`src/rtl/swd_pkg.sv`:
```
package swd_pkg;
  typedef enum logic {
    PAIR_32_33 = 1'b0,
    PAIR_64_65 = 1'b1
  } pair_e;
endpackage

```
`src/rtl/swd_prescaler.sv`:
```
// Dual-modulus prescaler: counts the input clock down and ticks once per
// period. Reload value picks P or P+1 of the selected pair.
module swd_prescaler
  import swd_pkg::*;
#(
  parameter int P_LO = 32,
  parameter int P_HI = 64,
  localparam int PC_W = $clog2(P_HI + 2)
) (
  input  logic  clk,
  input  logic  rst_n,
  input  logic  hold,
  input  pair_e pair,
  input  logic  long_next,
  output logic  tick
);
  logic [PC_W-1:0] pc;
  logic [PC_W-1:0] reload;

  always_comb begin
    if (pair == PAIR_64_65)
      reload = long_next ? PC_W'(P_HI) : PC_W'(P_HI - 1);
    else
      reload = long_next ? PC_W'(P_LO) : PC_W'(P_LO - 1);
  end

  assign tick = !hold && (pc == '0);

  always_ff @(posedge clk) begin
    if (hold || tick) pc <= reload;
    else              pc <= pc - PC_W'(1);
  end

  // each period starts from P or P-1 of one of the two pairs
  assert_modulus_set_R4: assert property (@(posedge clk) disable iff (!rst_n)
    tick |=> (pc == PC_W'(P_LO) || pc == PC_W'(P_LO - 1) ||
              pc == PC_W'(P_HI) || pc == PC_W'(P_HI - 1)));
endmodule

```
`src/rtl/swd_cycle_ctl.sv`:
```
// Swallow and main counters; close the division cycle and emit the pulse.
module swd_cycle_ctl #(
  parameter int A_W = 7,
  parameter int N_W = 11
) (
  input  logic           clk,
  input  logic           rst_n,
  input  logic           hold,
  input  logic           tick,
  input  logic [A_W-1:0] a_in,
  input  logic [N_W-1:0] n_in,
  output logic           long_next,
  output logic           boundary,
  output logic           fp
);
  logic [A_W-1:0] a_rem, a_nx;
  logic [N_W-1:0] n_rem, n_nx;

  always_comb begin
    boundary = tick && (n_rem == N_W'(1));
    if (hold || boundary) begin
      a_nx = a_in;
      n_nx = n_in;
    end else if (tick) begin
      a_nx = (a_rem != '0) ? a_rem - A_W'(1) : a_rem;
      n_nx = n_rem - N_W'(1);
    end else begin
      a_nx = a_rem;
      n_nx = n_rem;
    end
    long_next = (a_nx != '0);
  end

  always_ff @(posedge clk) begin
    a_rem <= a_nx;
    n_rem <= n_nx;
    fp    <= !hold && boundary;
  end

  // the divided pulse is one clock wide
  assert_fp_single_R7: assert property (@(posedge clk) disable iff (!rst_n)
    fp |=> !fp);

  // a parked clock never produces a pulse
  assert_save_quiet_R5: assert property (@(posedge clk) disable iff (!rst_n)
    hold |=> !fp);

  // once the swallow phase is over it stays over until the boundary
  assert_swallow_spent_R4: assert property (@(posedge clk) disable iff (!rst_n)
    (!hold && tick && a_rem == '0 && n_rem != N_W'(1)) |=> (a_rem == '0));
endmodule

```
`src/rtl/swd_cfg_hold.sv`:
```
// Holds the modulus pair for a whole division cycle; flags bad settings.
module swd_cfg_hold
  import swd_pkg::*;
#(
  parameter int A_W = 7,
  parameter int N_W = 11
) (
  input  logic           clk,
  input  logic           take,
  input  pair_e          pair_in,
  input  logic [A_W-1:0] a_in,
  input  logic [N_W-1:0] n_in,
  output pair_e          pair_eff,
  output logic           cfg_err
);
  localparam int CW = (A_W > N_W) ? A_W : N_W;
  pair_e pair_q;

  always_ff @(posedge clk) begin
    if (take) pair_q <= pair_in;
  end

  assign pair_eff = take ? pair_in : pair_q;
  assign cfg_err  = CW'(a_in) > CW'(n_in);
endmodule

```
`src/rtl/swallow_divider.sv`:
```
module swallow_divider
  import swd_pkg::*;
#(
  parameter int A_W  = 7,
  parameter int N_W  = 11,
  parameter int P_LO = 32,
  parameter int P_HI = 64
) (
  input  logic           clk_in,
  input  logic           rst_n,
  input  logic           run_n,
  input  logic [A_W-1:0] swallow_val,
  input  logic [N_W-1:0] main_val,
  input  logic           pair_sel,
  output logic           fb_pulse,
  output logic           cfg_err
);
  logic  hold, tick, long_next, boundary;
  pair_e pair_eff;

  assign hold = !rst_n || !run_n;

  swd_cfg_hold #(.A_W(A_W), .N_W(N_W)) u_cfg (
    .clk      (clk_in),
    .take     (hold || boundary),
    .pair_in  (pair_e'(pair_sel)),
    .a_in     (swallow_val),
    .n_in     (main_val),
    .pair_eff (pair_eff),
    .cfg_err  (cfg_err)
  );

  swd_prescaler #(.P_LO(P_LO), .P_HI(P_HI)) u_pre (
    .clk       (clk_in),
    .rst_n     (rst_n),
    .hold      (hold),
    .pair      (pair_eff),
    .long_next (long_next),
    .tick      (tick)
  );

  swd_cycle_ctl #(.A_W(A_W), .N_W(N_W)) u_ctl (
    .clk       (clk_in),
    .rst_n     (rst_n),
    .hold      (hold),
    .tick      (tick),
    .a_in      (swallow_val),
    .n_in      (main_val),
    .long_next (long_next),
    .boundary  (boundary),
    .fp        (fb_pulse)
  );
endmodule

```
`config.mk`:
```
export PLATFORM = sky130hd
export DESIGN_NAME = swallow_divider
export DESIGN_NICKNAME = d
export VERILOG_FILES = /design/src/rtl/swd_pkg.sv /design/src/rtl/swd_prescaler.sv /design/src/rtl/swd_cycle_ctl.sv /design/src/rtl/swd_cfg_hold.sv /design/src/rtl/swallow_divider.sv
export SDC_FILE = /design/constraint.sdc
export NUM_CORES = 1
export LEC_CHECK = 0
export BUFFER_PORTS_ARGS = -buffer_cell sky130_fd_sc_hd__buf_2
export CORE_UTILIZATION = 45
export CTS_CLUSTER_SIZE = 40
export DETAILED_ROUTE_END_ITERATION = 8
export GPL_ROUTABILITY_DRIVEN = 0
export HOLD_SLACK_MARGIN = 0.1
export PLACE_DENSITY = 0.62
export SKIP_CTS_REPAIR_TIMING = 1
export SYNTH_ARGS = -nofsm -noshare
export SYNTH_HDL_FRONTEND = slang
export SYNTH_SLANG_ARGS = --single-unit
```
`constraint.sdc`:
```
create_clock -name clk_in -period 3 [get_ports clk_in]
set_input_delay 0.9 -clock clk_in [delete_from_list [all_inputs] [get_ports clk_in]]
set_output_delay 0.9 -clock clk_in [all_outputs]
set_load 0.005 [all_outputs]
```
# == Word-level counts from Yosys, hierarchy flattened ==
# Cells that the tools add are included.
# totals
reg_bits,27
latchBits,0
ramBits,0
mem_bits_ro,0
in_bits,22
output_inout_bits,2
word_cells,33
n_memories,0
# op_classes
n_addsub,3
n_mul,0
div,0
n_lt_le_gt_ge,1
n_eq_ne,1
n_shift,0
n_mux,10
bitwise_logic,0
reduce_logical,13
# ops
operator,count
$mux W7,6
$mux W11,2
$reduce_bool A7 Y1,2
$sub A7 B1 Y7 const B,2
$eq A11 B1 Y1 const B,1
$gt A7 B11 Y1,1
$sub A11 B1 Y11 const B,1
$logic_not A7 Y1,1
$mux W6,1
$logic_and A1 B1 Y1,3
$logic_not A1 Y1,3
$logic_or A1 B1 Y1,3
$reduce_bool A2 Y1,1
$mux W1,1

# == Longest topological paths before layout ==
# Gate-level depths: netlist of run 1.
# logic_depth
depth_word,11
ltp_mapped,10
ltp_nobuf,10

# == Hierarchy ==
# Synthesis of run 1 repeated with hierarchy kept, for this count alone.
# unflattened
cells_unflattened,193
hier_area_um2,1770.4
# by_module_without_submodules
module,instances,cells_per_inst,area_per_inst_um2
swd_cycle_ctl,1,122,1167.4
swd_prescaler,1,42,381.6
swd_cfg_hold,1,27,210.2
swallow_divider,1,2,11.3

# == Worst setup path after synthesis of run 1 ==
# Ideal clock, no wire load.
# synth_path
kind,input to output
from,input port main_val[1]
to,output port cfg_err
arrival_time_ns,1.987
path_slack_ns,0.113
cell_stages,8
n_path_buf,0
path_cell_list,inv_1 -> ha_1 -> nor2b_1 -> o21a_1 -> o21a_1 -> o21a_1 -> o21ai_0 -> a21oi_1
# synth_via
elab_chain_len,1
# synth_rtl
item,line_no,rtl
"start, declared",swallow_divider.sv:13,"input logic [N_W-1:0] main_val,"
$gt A7 B11 Y1,swd_cfg_hold.sv:24,assign cfg_err = CW'(a_in) > CW'(n_in);
"end, declared",swallow_divider.sv:16,output logic cfg_err
# No other way between the ends.

# == Worst setup path after layout of run 1 ==
# layout_path
from,input port swallow_val[1]
to,output port cfg_err
# layout_via
elab_chain_len,1
# layout_rtl
item,line_no,rtl
"start, declared",swallow_divider.sv:12,"input logic [A_W-1:0] swallow_val,"
$gt A7 B11 Y1,swd_cfg_hold.sv:24,
# No other way between the ends.

==> impl_metrics.ini, run 1 <==
[finish]
layout_commonest_cell = nand2_1
diodes = 0
area_delta_synth_final_pct = 15.9
final_cell_mix = 27 x nand2_1, 22 x buf_2, 17 x nor2_1, 16 x dfxtp_1, 15 x o21ai_0
layout.nets = 261
multi_input_area_sq_mm = 0.00103
fin_cells = 273
fillers = 369
drive_gt1_share_pct = 20.9
seq_area_sq_um = 651

[outcome]
violations = negative setup slack
status = finished, violations left

[placed_design]
portBuffers = 23
dpl_worst_slack_ns = -0.172
hpwlAfterDp_um = 2930
dp_cells = 269

[worst_hold_path]
holdCritPathClass = reg -> reg
hold_depth = 1

[logic_synthesis]
syn_inst = 194
syn-cell-area_sq_mm = 0.00173
synth_edf_count = 11
yosysTopAreaCell = edfxtp_1
async_reset_ff_share_pct = 0
yosys.cell_types.count = 44
ys_top_cells_by_area = edfxtp_1 19%, dfxtp_1 18%, ha_1 9.4%
ys_ff_latch = 27
ys_seq_area_share_pct = 37.5
syn-num-nets = 229
ys_warn_count = 0
synth_top_area_share_pct = 19.0
ys.flop_type = dfxtp_1
syn_area_per_cell_sq_um = 8.94

[flow_run]
drv_cap = 0

[worst_setup_path]
cp.arrival_ns = 2.22
required_ns = 2.10
start_kind = input port
rr_worst_depth = 7
critPathCaptureType = output pin
crit_type = in -> out
worst-path-max-fanout = 2

[timing]
finalSetupTns_ns = -0.119
worst_pin_slew_ns = 0.468
fin_crit_sh_pct = 104
fin_skew_ns = 0.00316
fmax_mhz = 321
hold_ws_ns = 0.485
setup_slack_ns = -0.119
fin_crit_ns = 3.12
slew_violations = 0
finalHoldViolCount = 0
rsz0062_at_grt = yes
relSlewSlack_pct = 68.8
setup-violations-final = 1

[floorplan]
core.rowCount = 22
pin_count = 24
fp.dieH_um = 64.1
start_util_pct = 47.0
die_area_sq_mm = 0.00411
placeableCoreArea_sq_mm = 0.00369
fp.dieW_um = 64.1

[clock_network]
root_buffer = clkbuf_8
worstSkewPairLatency_ns = 0.27
cts_tree = done
htree_levels = 1
ctsLongestPathBuffers = 2
numCtsBuffers = 3
clk_transition_reported_paths_ns = 0.10
clock_sinks = 27

[pwr]
peakVddDrop_uv = 247
p_leak_uw = 0.000855
p_per_area_mw_per_mm2 = 449

[grt]
grt_first_pass_wirelength_um = 6340
antenna_found_initial = 0
grt_max_degree = 23
overflow = 0
grt_pass1_vias = 1473
grt_usage_pct = 19.6

[route]
drt_iter0_markers = 84
dr.pass1.iters = 4
vias = 1452
wl_per_cell_um = 13.8
routed_wl_um = 3750
postRouteAntennaNets = 0
drc = 0
viasPerCell = 5.32
## synth_stat cells, types with 2 or more instances
library cell and n:
edfxtp_1 11, a21oi_1 8, nand3_1 2, o21a_1 3, nor4_1 4, xnor2_1 9
ha_1 13, mux2_2 2, nor2_1 17, nand2_1 27, nand4_1 3, mux2i_1 3
buf_2 3, xor2_1 9, or4_4 2, nor3_1 6, nor2b_1 2, inv_1 13
o21ai_0 16, dfxtp_1 16, and2_1 2
## layer usage
metal  vias up  part of all wire (%)  global-route usage (%)
met1       666                    46                    24.2
met3         6                   3.4                    2.14
met5         -                     0                       0
met2        28                    49                    35.1
met4         0                   1.5                    6.25
li1        752                     -                       -
## worst max-delay path: stages
cell     delay [ns]
buf_4          0.13
ha_4           0.23
nor2b_1        0.13
o21a_1         0.17
o21a_1         0.18
o21a_1         0.18
o21ai_1        0.11
a21oi_1        0.07
buf_2          0.13
## cell families (layout without fill, tap and decap cells)
family / count (synthesis) / count (layout) / share of synthesized area (%)
flops: 27 / 27 / 37.5
compound gates: 37 / 37 / 13.9
simple gates: 77 / 77 / 23.2
xor+xnor: 18 / 18 / 9.09
fa+ha+maj: 13 / 13 / 9.38
mux: 5 / 5 / 3.03
buf+inv: 17 / 48 / 3.90
## state kept, by name, indices dropped and copies added (netlist names)
name	flops
u_pre.pc	7
u_cfg.pair_q	1
u_ctl.fp	1
u_ctl.n_rem	11
u_ctl.a_rem	7
## metrics by stage
step / cell area [sq um] / total power, uW / util, %
after detailed placement: 1950 / 691 / 52.8
final: 2010 / 902 / 54.5
after global placement: 1950 / 680 / 52.8
after CTS: 2000 / 906 / 54.1
after global routing: 2010 / 958 / 54.5
after floorplan: 1730 / 623 / -
## final timing paths
kind | startpoint | endpoint | slack [ns]
setup reg to reg | u_ctl.n_rem[6] | u_pre.pc[5] | 0.27
hold / removal | u_pre.pc[0] | u_pre.pc[0] | 0.49
hold reg to reg | u_pre.pc[0] | u_pre.pc[0] | 0.49
setup / recovery | swallow_val[1] | cfg_err | -0.12
## layout make-up
| class | count | area share (%) |
|---|---|---|
| Sequential cell | 27 | 32.4 |
| Inverter | 14 | 2.61 |
| Multi-Input combinational cell | 150 | 51.2 |
| Clock buffer | 3 | 2.05 |
| Timing Repair Buffer | 30 | 8.46 |
| Tap cell | 48 | 2.99 |
| Clock inverter | 1 | 0.373 |
## power breakdown
group / total, uW / internal (uW) / switching (uW)
clock: 216 / 94.4 / 121
sequential: 475 / 429 / 45.6
combinational: 212 / 102 / 110
total: 902 / 625 / 277
(Power assumes the default switching activity.)
==> run 2: changes to the inputs <==
- CTS_BUF_LIST: unset -> sky130_fd_sc_hd__clkbuf_16
==> run 2 against run 1 <==
Compared with the run above:
- the flow still finishes with violations (negative setup slack)
- non-clock buffer count did not move
- sequential cell count is the same
- total power rose by 10%
- critical path depth stayed put
- largest cell class unchanged
==> impl_metrics.ini, run 2 (synthesized netlist as in run 1, its figures left out) <==
[clock_network]
clk_transition_reported_paths_ns = 0.07
worstSkewPairLatency_ns = 0.26
clock_sinks = 27
cts_tree = done
root_buffer = clkbuf_16
ctsLongestPathBuffers = 2
htree_levels = 1
numCtsBuffers = 3

[timing]
setup_slack_ns = -0.131
fmax_mhz = 319
fin_crit_ns = 3.13
slew_violations = 0
worst_pin_slew_ns = 0.458
hold_ws_ns = 0.474
relSlewSlack_pct = 69.2
fin_crit_sh_pct = 104
setup-violations-final = 1
finalHoldViolCount = 0
fin_skew_ns = 0.00248
finalSetupTns_ns = -0.131
rsz0062_at_grt = yes

[route]
vias = 1451
postRouteAntennaNets = 0
wl_per_cell_um = 13.9
dr.pass1.iters = 4
viasPerCell = 5.32
drc = 0
drt_iter0_markers = 64
routed_wl_um = 3800

[floorplan]
core.rowCount = 22
pin_count = 24
start_util_pct = 47.0
fp.dieW_um = 64.1
placeableCoreArea_sq_mm = 0.00369
die_area_sq_mm = 0.00411
fp.dieH_um = 64.1

[worst_setup_path]
cp_slowest_stage_delay_ns = 0.23
required_ns = 2.10
slowest_stage = ha_4
worst-path-max-fanout = 2
start_kind = input port
critPathTopFamily = compound AO/OA/AOI/OAI gates
critPathCaptureType = output pin
cpMostUsedCell = o21a_1
crit_type = in -> out
cp.arrival_ns = 2.23
worstPathCellList = buf_4 -> ha_4 -> nor2b_1 -> o21a_1 -> o21a_1 -> o21a_1 -> o21ai_1 -> a21oi_1 -> buf_2
reg2reg_from = u_ctl.n_rem[1]
critPathBufInv = 2
crit_path_start = swallow_val[1]

[finish]
layout.nets = 261
top_regs = u_ctl.n_rem: 11 flops, u_ctl.a_rem: 7 flops, u_pre.pc: 7 flops
drive_gt1_share_pct = 20.9
largest_register_ffs = 11
fin_area_sq_mm = 0.00204
area_delta_synth_final_pct = 17.9
diodes = 0
largest_register = u_ctl.n_rem
final_cell_mix = 27 x nand2_1, 22 x buf_2, 17 x nor2_1, 16 x dfxtp_1, 15 x o21ai_0
layout_commonest_cell = nand2_1
fin_cells = 273

[grt]
grt_usage_pct = 20.1
overflow = 0
grt_first_pass_wirelength_um = 6470
grt_pass1_vias = 1485
grt_max_degree = 23
antenna_found_initial = 0

[pwr]
peakVddDrop_uv = 197
p_leak_uw = 0.000870
p_per_area_mw_per_mm2 = 487
p_total_uw = 996

[flow_run]
drv_cap = 0

[placed_design]
hpwlAfterDp_um = 2930
place_area_sq_mm = 0.00195
dp_cells = 269
portBuffers = 23

[worst_hold_path]
holdCritPathClass = reg -> reg
min-delay-start = u_pre.pc[0]

[outcome]
status = finished, violations left
violations = negative setup slack
run 2: cell count changes in the layout (fill, tap and decap cells not counted):
cell,before,now
clkbuf_16,0,3
clkbuf_8,3,0
run 2: final cells by class:
class / instances / area, sq um
Fill cell: 358 / 1640
Multi-Input combinational cell: 150 / 1030
Sequential cell: 27 / 651
Timing Repair Buffer: 30 / 170
Clock buffer: 3 / 75.1
Tap cell: 48 / 60.1
Inverter: 14 / 52.6
Clock inverter: 1 / 7.51
run 2: power breakdown:
part | internal, uW | switching, uW
logic | 102 | 111
registers | 429 | 45.3
clock network | 181 | 127
run 2: final timing paths:
path                 endpoint  slack (ns)  depth (start not counted)
setup / recovery      cfg_err       -0.13                          9
hold reg to reg   u_pre.pc[0]        0.47                          1
setup reg to reg  u_pre.pc[5]        0.28                          9
hold / removal    u_pre.pc[0]        0.47                          1
run 2: metrics by stage:
stage               utilization [%]  setup WS [ns]
CTS                            55.0         -0.174
detailed placement             52.8         -0.172
floorplan                         -          0.113
global route                   55.4         -0.145
global placement               52.8         -0.111
finish                         55.4         -0.131
run 2: metal layers:
layer / wire length (um) / vias to the layer above / global-route usage [%] / share of wire (%)
met5: 0 / - / 0 / 0
met4: 67 / 0 / 8.24 / 1.8
met3: 121 / 6 / 2.14 / 3.2
met2: 1870 / 27 / 35.8 / 49
met1: 1740 / 663 / 24.4 / 46
li1: - / 755 / - / -
